<file path="config.mk">
export PLATFORM = sky130hd
export DESIGN_NAME = mc5_core
export DESIGN_NICKNAME = d
export VERILOG_FILES = /design/src/rtl/mc5_pkg.sv /design/src/rtl/mc5_seq.sv /design/src/rtl/mc5_decode.sv /design/src/rtl/mc5_regfile.sv /design/src/rtl/mc5_alu.sv /design/src/rtl/mc5_core.sv
export SDC_FILE = /design/constraint.sdc
export NUM_CORES = 1
export LEC_CHECK = 0
export ABC_AREA = 0
export BUFFER_PORTS_ARGS = -buffer_cell sky130_fd_sc_hd__buf_2
export CAP_MARGIN = 20
export CORE_UTILIZATION = 60
export DETAILED_ROUTE_END_ITERATION = 8
export PLACE_DENSITY = 0.74
export RECOVER_POWER = 25
export SYNTH_ARGS = -nofsm -noshare
export SYNTH_HDL_FRONTEND = slang
export SYNTH_SLANG_ARGS = --single-unit
</file>
<file path="constraint.sdc">
create_clock -name clk -period 10.2 [get_ports clk]
set_input_delay 1.53 -clock clk [delete_from_list [all_inputs] [get_ports clk]]
set_output_delay 1.53 -clock clk [all_outputs]
set_load 0.1 [all_outputs]
</file>
<file path="src/rtl/mc5_pkg.sv">
package mc5_pkg;

    localparam int OPC_W = 6;

    typedef enum logic [2:0] {
        PH_IF  = 3'd0,
        PH_ID  = 3'd1,
        PH_EX  = 3'd2,
        PH_MEM = 3'd3,
        PH_WB  = 3'd4
    } phase_e;

    localparam logic [OPC_W-1:0] OPC_ADD   = 6'b000111;
    localparam logic [OPC_W-1:0] OPC_STORE = 6'b111001;
    localparam logic [OPC_W-1:0] OPC_MOVI  = 6'b000001;

    typedef enum logic [1:0] {
        K_NOP   = 2'd0,
        K_ADD   = 2'd1,
        K_STORE = 2'd2,
        K_MOVI  = 2'd3
    } kind_e;

endpackage

</file>
<file path="src/rtl/mc5_seq.sv">
module mc5_seq
    import mc5_pkg::*;
#(
    parameter int PC_W = 5
) (
    input  logic            clk,
    input  logic            rst,
    output phase_e          phase_o,
    output logic [PC_W-1:0] pc_o,
    output logic            fetch_en,
    output logic            read_en,
    output logic            exec_en,
    output logic            mem_en,
    output logic            wb_en
);

    phase_e          phase_q, phase_d;
    logic [PC_W-1:0] pc_q, pc_d, pc_inc;

    assign pc_inc = pc_q + 1'b1;

    // state register
    always_ff @(posedge clk) begin
        if (rst) begin
            phase_q <= PH_IF;
            pc_q    <= '0;
        end else begin
            phase_q <= phase_d;
            pc_q    <= pc_d;
        end
    end

    // next phase and counter
    always_comb begin
        phase_d = PH_IF;
        pc_d    = pc_q;
        unique case (phase_q)
            PH_IF: begin
                phase_d = PH_ID;
                pc_d    = pc_inc;
            end
            PH_ID:   phase_d = PH_EX;
            PH_EX:   phase_d = PH_MEM;
            PH_MEM:  phase_d = PH_WB;
            PH_WB:   phase_d = PH_IF;
            default: phase_d = PH_IF;
        endcase
    end

    // phase enables
    always_comb begin
        fetch_en = 1'b0;
        read_en  = 1'b0;
        exec_en  = 1'b0;
        mem_en   = 1'b0;
        wb_en    = 1'b0;
        unique case (phase_q)
            PH_IF:   fetch_en = 1'b1;
            PH_ID:   read_en  = 1'b1;
            PH_EX:   exec_en  = 1'b1;
            PH_MEM:  mem_en   = 1'b1;
            PH_WB:   wb_en    = 1'b1;
            default: ;
        endcase
    end

    assign phase_o = phase_q;
    assign pc_o    = pc_q;


    wb_wraps_chk: assert property (@(posedge clk) disable iff (rst)
        (phase_q == PH_WB) |=> (phase_q == PH_IF));

    if_leads_id_chk: assert property (@(posedge clk) disable iff (rst)
        (phase_q == PH_IF) |=> (phase_q == PH_ID));

    pc_step_chk: assert property (@(posedge clk) disable iff (rst)
        (phase_q == PH_IF) |=> (pc_q == $past(pc_inc)));

    pc_hold_chk: assert property (@(posedge clk) disable iff (rst)
        (phase_q != PH_IF) |=> $stable(pc_q));

endmodule

</file>
<file path="src/rtl/mc5_decode.sv">
module mc5_decode
    import mc5_pkg::*;
#(
    parameter  int FLD_W   = 5,
    localparam int INSTR_W = OPC_W + 3 * FLD_W
) (
    input  logic [INSTR_W-1:0] ir,
    output kind_e              kind,
    output logic [FLD_W-1:0]   fld_a,
    output logic [FLD_W-1:0]   fld_b,
    output logic [FLD_W-1:0]   fld_c
);

    logic [OPC_W-1:0] opc;

    assign opc   = ir[INSTR_W-1 -: OPC_W];
    assign fld_a = ir[3*FLD_W-1 -: FLD_W];
    assign fld_b = ir[2*FLD_W-1 -: FLD_W];
    assign fld_c = ir[FLD_W-1:0];

    always_comb begin
        unique case (opc)
            OPC_ADD:   kind = K_ADD;
            OPC_STORE: kind = K_STORE;
            OPC_MOVI:  kind = K_MOVI;
            default:   kind = K_NOP;
        endcase
    end

endmodule

</file>
<file path="src/rtl/mc5_regfile.sv">
module mc5_regfile #(
    parameter  int AW    = 5,
    parameter  int DW    = 8,
    localparam int DEPTH = 1 << AW
) (
    input  logic          clk,
    input  logic          rst,
    input  logic [AW-1:0] ra_a,
    output logic [DW-1:0] rd_a,
    input  logic [AW-1:0] ra_b,
    output logic [DW-1:0] rd_b,
    input  logic          we,
    input  logic [AW-1:0] wa,
    input  logic [DW-1:0] wd
);

    logic [DW-1:0] mem [DEPTH];

    always_ff @(posedge clk) begin
        if (rst) begin
            for (int i = 0; i < DEPTH; i++) mem[i] <= '0;
        end else if (we) begin
            mem[wa] <= wd;
        end
    end

    assign rd_a = mem[ra_a];
    assign rd_b = mem[ra_b];

endmodule

</file>
<file path="src/rtl/mc5_alu.sv">
module mc5_alu
    import mc5_pkg::*;
#(
    parameter int DW    = 8,
    parameter int IMM_W = 5
) (
    input  kind_e            kind,
    input  logic [DW-1:0]    opa,
    input  logic [DW-1:0]    opb,
    input  logic [IMM_W-1:0] imm,
    output logic [DW-1:0]    result
);

    logic [DW-1:0] imm_ext;

    assign imm_ext = DW'(imm);

    always_comb begin
        unique case (kind)
            K_ADD:   result = opa + opb;
            K_STORE: result = opa + imm_ext;
            K_MOVI:  result = imm_ext;
            default: result = '0;
        endcase
    end

endmodule

</file>
<file path="src/rtl/mc5_core.sv">
module mc5_core
    import mc5_pkg::*;
#(
    parameter  int PC_W    = 5,
    parameter  int REG_AW  = 5,
    parameter  int DATA_W  = 8,
    localparam int INSTR_W = OPC_W + 3 * REG_AW
) (
    input  logic               clk,
    input  logic               rst,
    output logic [PC_W-1:0]    imem_addr,
    input  logic [INSTR_W-1:0] imem_rdata,
    output logic               dmem_we,
    output logic [DATA_W-1:0]  dmem_addr,
    output logic [DATA_W-1:0]  dmem_wdata,
    output logic [2:0]         phase_o,
    output logic               retire_o
);

    phase_e             phase;
    logic [PC_W-1:0]    pc;
    logic               fetch_en, read_en, exec_en, mem_en, wb_en;
    logic [INSTR_W-1:0] ir_q;
    kind_e              kind;
    logic [REG_AW-1:0]  fa, fb, fc;
    logic [DATA_W-1:0]  rd_a, rd_b, alu_out;
    logic [DATA_W-1:0]  opa_q, opb_q, res_q;
    logic [REG_AW-1:0]  rb_sel;
    logic               rf_we;

    mc5_seq #(.PC_W(PC_W)) seq_i (
        .clk(clk), .rst(rst), .phase_o(phase), .pc_o(pc),
        .fetch_en(fetch_en), .read_en(read_en), .exec_en(exec_en),
        .mem_en(mem_en), .wb_en(wb_en)
    );

    mc5_decode #(.FLD_W(REG_AW)) dec_i (
        .ir(ir_q), .kind(kind), .fld_a(fa), .fld_b(fb), .fld_c(fc)
    );

    // a store reads its data register through the second port
    assign rb_sel = (kind == K_STORE) ? fa : fc;

    mc5_regfile #(.AW(REG_AW), .DW(DATA_W)) rf_i (
        .clk(clk), .rst(rst),
        .ra_a(fb), .rd_a(rd_a),
        .ra_b(rb_sel), .rd_b(rd_b),
        .we(rf_we), .wa(fa), .wd(res_q)
    );

    mc5_alu #(.DW(DATA_W), .IMM_W(REG_AW)) alu_i (
        .kind(kind), .opa(opa_q), .opb(opb_q), .imm(fc), .result(alu_out)
    );

    // datapath latches, one per phase
    always_ff @(posedge clk) begin
        if (rst) begin
            ir_q  <= '0;
            opa_q <= '0;
            opb_q <= '0;
            res_q <= '0;
        end else begin
            if (fetch_en) ir_q <= imem_rdata;
            if (read_en) begin
                opa_q <= rd_a;
                opb_q <= rd_b;
            end
            if (exec_en) res_q <= alu_out;
        end
    end

    assign rf_we      = wb_en && (kind == K_ADD || kind == K_MOVI);
    assign imem_addr  = pc;
    assign dmem_we    = mem_en && (kind == K_STORE);
    assign dmem_addr  = res_q;
    assign dmem_wdata = opb_q;
    assign phase_o    = phase;
    assign retire_o   = wb_en;


    dmem_we_phase_chk: assert property (@(posedge clk) disable iff (rst)
        dmem_we |-> (phase == PH_MEM));

    retire_single_chk: assert property (@(posedge clk) disable iff (rst)
        retire_o |=> !retire_o);

    rf_we_in_wb_chk: assert property (@(posedge clk) disable iff (rst)
        rf_we |-> retire_o);

    store_no_rf_chk: assert property (@(posedge clk) disable iff (rst)
        (kind == K_STORE) |-> !rf_we);

    opnd_hold_chk: assert property (@(posedge clk) disable iff (rst)
        (phase == PH_EX) |=> $stable(opa_q) && $stable(opb_q));

endmodule

</file>
==> flow_metrics.py <==
metrics = {
    "run_status": {
        "run_status": "finished with violations",
        "violations": "max-capacitance violations, max-slew violations",
    },
    "final_layout": {
        "post_route_cells_drive_above_1_share_pct": 12.3,
        "nNetsFinal": 1751,
        "final_area_um2": 19900,
        "num_antenna_cells": 0,
        "areaGrowthSynthToFinish_pct": 7.93,
    },
    "global_route": {
        "gr-total-overflow": 0,
        "grt_first_pass_wirelength_mm": 84.6,
        "antenna_found_initial": 2,
        "first_global_vias": 13846,
        "grtUsageTotal_pct": 36.0,
        "grt_max_degree": 87,
    },
    "pwr": {
        "p_sw_w": 0.000962,
        "p_comb_share_pct": 16.7,
        "p_per_area_nw_per_um2": 167,
        "power_frac_clock_pct": 38.0,
        "power_frac_seq_pct": 45.3,
        "ir_drop_uv": 99.4,
        "power.total_w": 0.00331,
        "leakage_nw": 6.74,
        "internal-power_w": 0.00235,
        "switching_share_pct": 29.1,
    },
    "placement": {
        "placed_cell_area_um2": 18800,
        "buffer_ports.inserted": 48,
        "detailedPlacementHpwl_mm": 36.0,
        "gp_congestion": 0.962,
    },
    "worst_setup_path": {
        "worstPathMaxFanout": 86,
        "reg2reg_to": "dmem_addr[7]",
        "cp_data_required_time_ns": 8.67,
        "worst_setup_path_end_kind": "primary output",
        "timing.critical_path.arrival_ns": 3.55,
        "crit_path_top_delay_cell": "buf_4",
        "crit_type": "flop to primary output",
        "crit-reg2reg-launch": "ir_q[17]",
        "cpPeakStageDelay_ns": 0.88,
        "critPathLaunchType": "flop",
        "reg2reg_setup_slack_ns": 5.65,
        "crit_chain": "and2_1, o21ai_1, ha_4, buf_4, and3_1, buf_2",
        "rr_worst_depth": 12,
    },
    "clocking": {
        "cts_made_buffers": 36,
        "cts.htree.levels": 2,
        "cts_resized": 0,
        "clk-insertion-delay-late_ns": 0.53,
        "cts_hold_repair.buffers": 0,
        "cts_root_buf": "clkbuf_16",
        "postCtsSetupRepairBufs": 0,
        "clk_path_buf_depth": 3,
        "cts_num_sinks": 309,
        "tritoncts": "yes",
        "clk_pin_slew_worst_paths_ns": 0.06,
    },
    "synthesis": {
        "postSynthRegisterBits": 309,
        "synth.most_common_cell": "and2_1",
        "synthesized_cell_area_um2": 18400,
        "avgSynthCellArea_um2": 10.6,
        "syn_warnings": 0,
        "post_synth_num_cell_types": 55,
        "netlist.top_cell.by_area": "edfxtp_1",
        "synth_sequential_area_ratio_pct": 47.5,
        "netlist_top_cells_area": "edfxtp_1, mux4_2, and2_1",
        "synthesis.nets": 1768,
        "synthesis.instances": 1733,
        "synth_ff_type": "edfxtp_1",
        "synth_top_area_share_pct": 41.8,
        "synth_async_sr_flop_share_pct": 0,
        "post_synth_most_frequent_cells": "and2_1, edfxtp_1, a21oi_1",
        "number_of_synthesized_flops_with_an_enable_pin": 256,
    },
    "sta": {
        "hold_violations": 0,
        "timing.final.crit_share_pct": 49.8,
        "drv_slew": 73,
        "timing.slew.headroom_pct": -12.2,
        "setup_total_negative_slack_ns": 0,
        "layout_min_cycle_time_ns": 5.08,
        "fin_skew_ns": 0.0274,
        "report.final.setup_viol": 0,
        "achievable-frequency_mhz": 197,
        "max_slew.worst_pin.slew_ns": 1.68,
        "unrepaired_setup_endpoints_after_global_routing": "false",
    },
    "detailed_routing": {
        "route.detailed.drc": 0,
        "dr_iter_0_viols": 2509,
        "ant_nets": 0,
        "drt_wl_total_mm": 56.5,
        "detail_route.first_pass.iterations": 6,
        "drt-wirelength-per-cell_um": 26.5,
        "vias": 14974,
        "drt-vias-per-instance": 7.02,
    },
    "min_path": {
        "count_of_cells_along_the_worst_hold_path": 2,
        "hold_path_end": "ir_q[17]",
        "worst_min_path_class": "flop to flop",
        "min-delay-start": "ir_q[17]",
    },
    "floorplanning": {
        "die_w_um": 177,
        "core-area_um2": 30000,
        "ioPinCount": 49,
        "die_height_um": 177,
        "fp.dieArea_um2": 31400,
        "floorplan.initialDensity_pct": 61.5,
        "std_cell_rows": 63,
    },
    "flow_run": {
        "timing.max_cap.violations": 2,
    },
}
## power groups by stage
| stage | clock, W | combinational, W | sequential [W] |
|---|---|---|---|
| after floorplan | 0 | 0.000394 | 0.00151 |
| after global placement | 0 | 0.000527 | 0.00152 |
| after detailed placement | 0 | 0.000539 | 0.00152 |
| after CTS | 0.00126 | 0.000542 | 0.00150 |
| after global routing | 0.00131 | 0.000586 | 0.00150 |
| final | 0.00126 | 0.000552 | 0.00150 |
## routing by layer
layer / vias to the layer above / wire length [µm] / global-route usage, %
li1: 6451 / - / -
met1: 7177 / 21500 / 51.4
met2: 1196 / 24500 / 52.9
met3: 148 / 8150 / 8.27
met4: 2 / 2290 / 14.6
met5: - / 13 / 0
## sequential cells by signal (all words and copies together) (netlist names)
| register | count |
|---|---|
| seq_i.pc_o | 5 |
| dmem_addr | 8 |
| seq_i.phase_o | 3 |
| rf_i.mem | 256 |
| ir_q | 21 |
| dmem_wdata | 8 |
| opa_q | 8 |
## kinds of logic after synthesis
logic type	synth area share (%)
compound gates	17.5
xor+xnor	0.380
fa+ha+maj	0.856
buf+inv	4.19
flops	47.5
mux	13.1
simple gates	16.5
## layout make-up
cell class / instances / area, µm²
Fill cell: 2263 / 10100
Multi-Input combinational cell: 1265 / 8890
Sequential cell: 309 / 8770
Clock buffer: 47 / 1030
Timing Repair Buffer: 93 / 541
Tap cell: 390 / 488
Clock inverter: 18 / 120
Inverter: 11 / 41.3
## through the flow
stage	hold slack (ns)	setup WS, ns	cells	util [%]
floorplan	0.445	4.88	1733	-
global placement	0.464	5.64	2062	62.6
detailed placement	0.468	5.57	2063	62.7
CTS	0.476	5.02	2128	66.5
global route	0.497	4.97	2133	66.3
finish	0.477	5.12	2133	66.3
## how the worst max path moves through the flow
stage                           startpoint         endpoint  depth (start not counted)
after global placement            ir_q[17]          dmem_we                          6
after global routing              ir_q[17]          dmem_we                          6
after CTS                         ir_q[17]          dmem_we                          6
final                             ir_q[17]          dmem_we                          6
after floorplan           seq_i.phase_o[2]  rf_i.mem[28][0]                          5
after detailed placement          ir_q[17]          dmem_we                          6
## critical path: cells and delay by family, from the launching register on
kind            cells  cell delay, ns
buf+inv             2            1.30
fa+ha+maj           1            0.59
simple gates        2            0.44
compound gates      1            0.36
flops               1            0.32
## placed cells by master (no fill, tap or decap), drive strengths merged, types with 58 or more instances in the layout
| cell type | n |
|---|---|
| a21oi | 210 |
| buf | 69 |
| o21ai | 82 |
| nor2 | 70 |
| edfxtp | 256 |
| a211oi | 58 |
| nand2 | 137 |
| and2 | 258 |
| mux2i | 73 |
| mux4 | 72 |
| clkbuf | 71 |
| a21boi | 75 |
(Power assumes the default switching activity.)
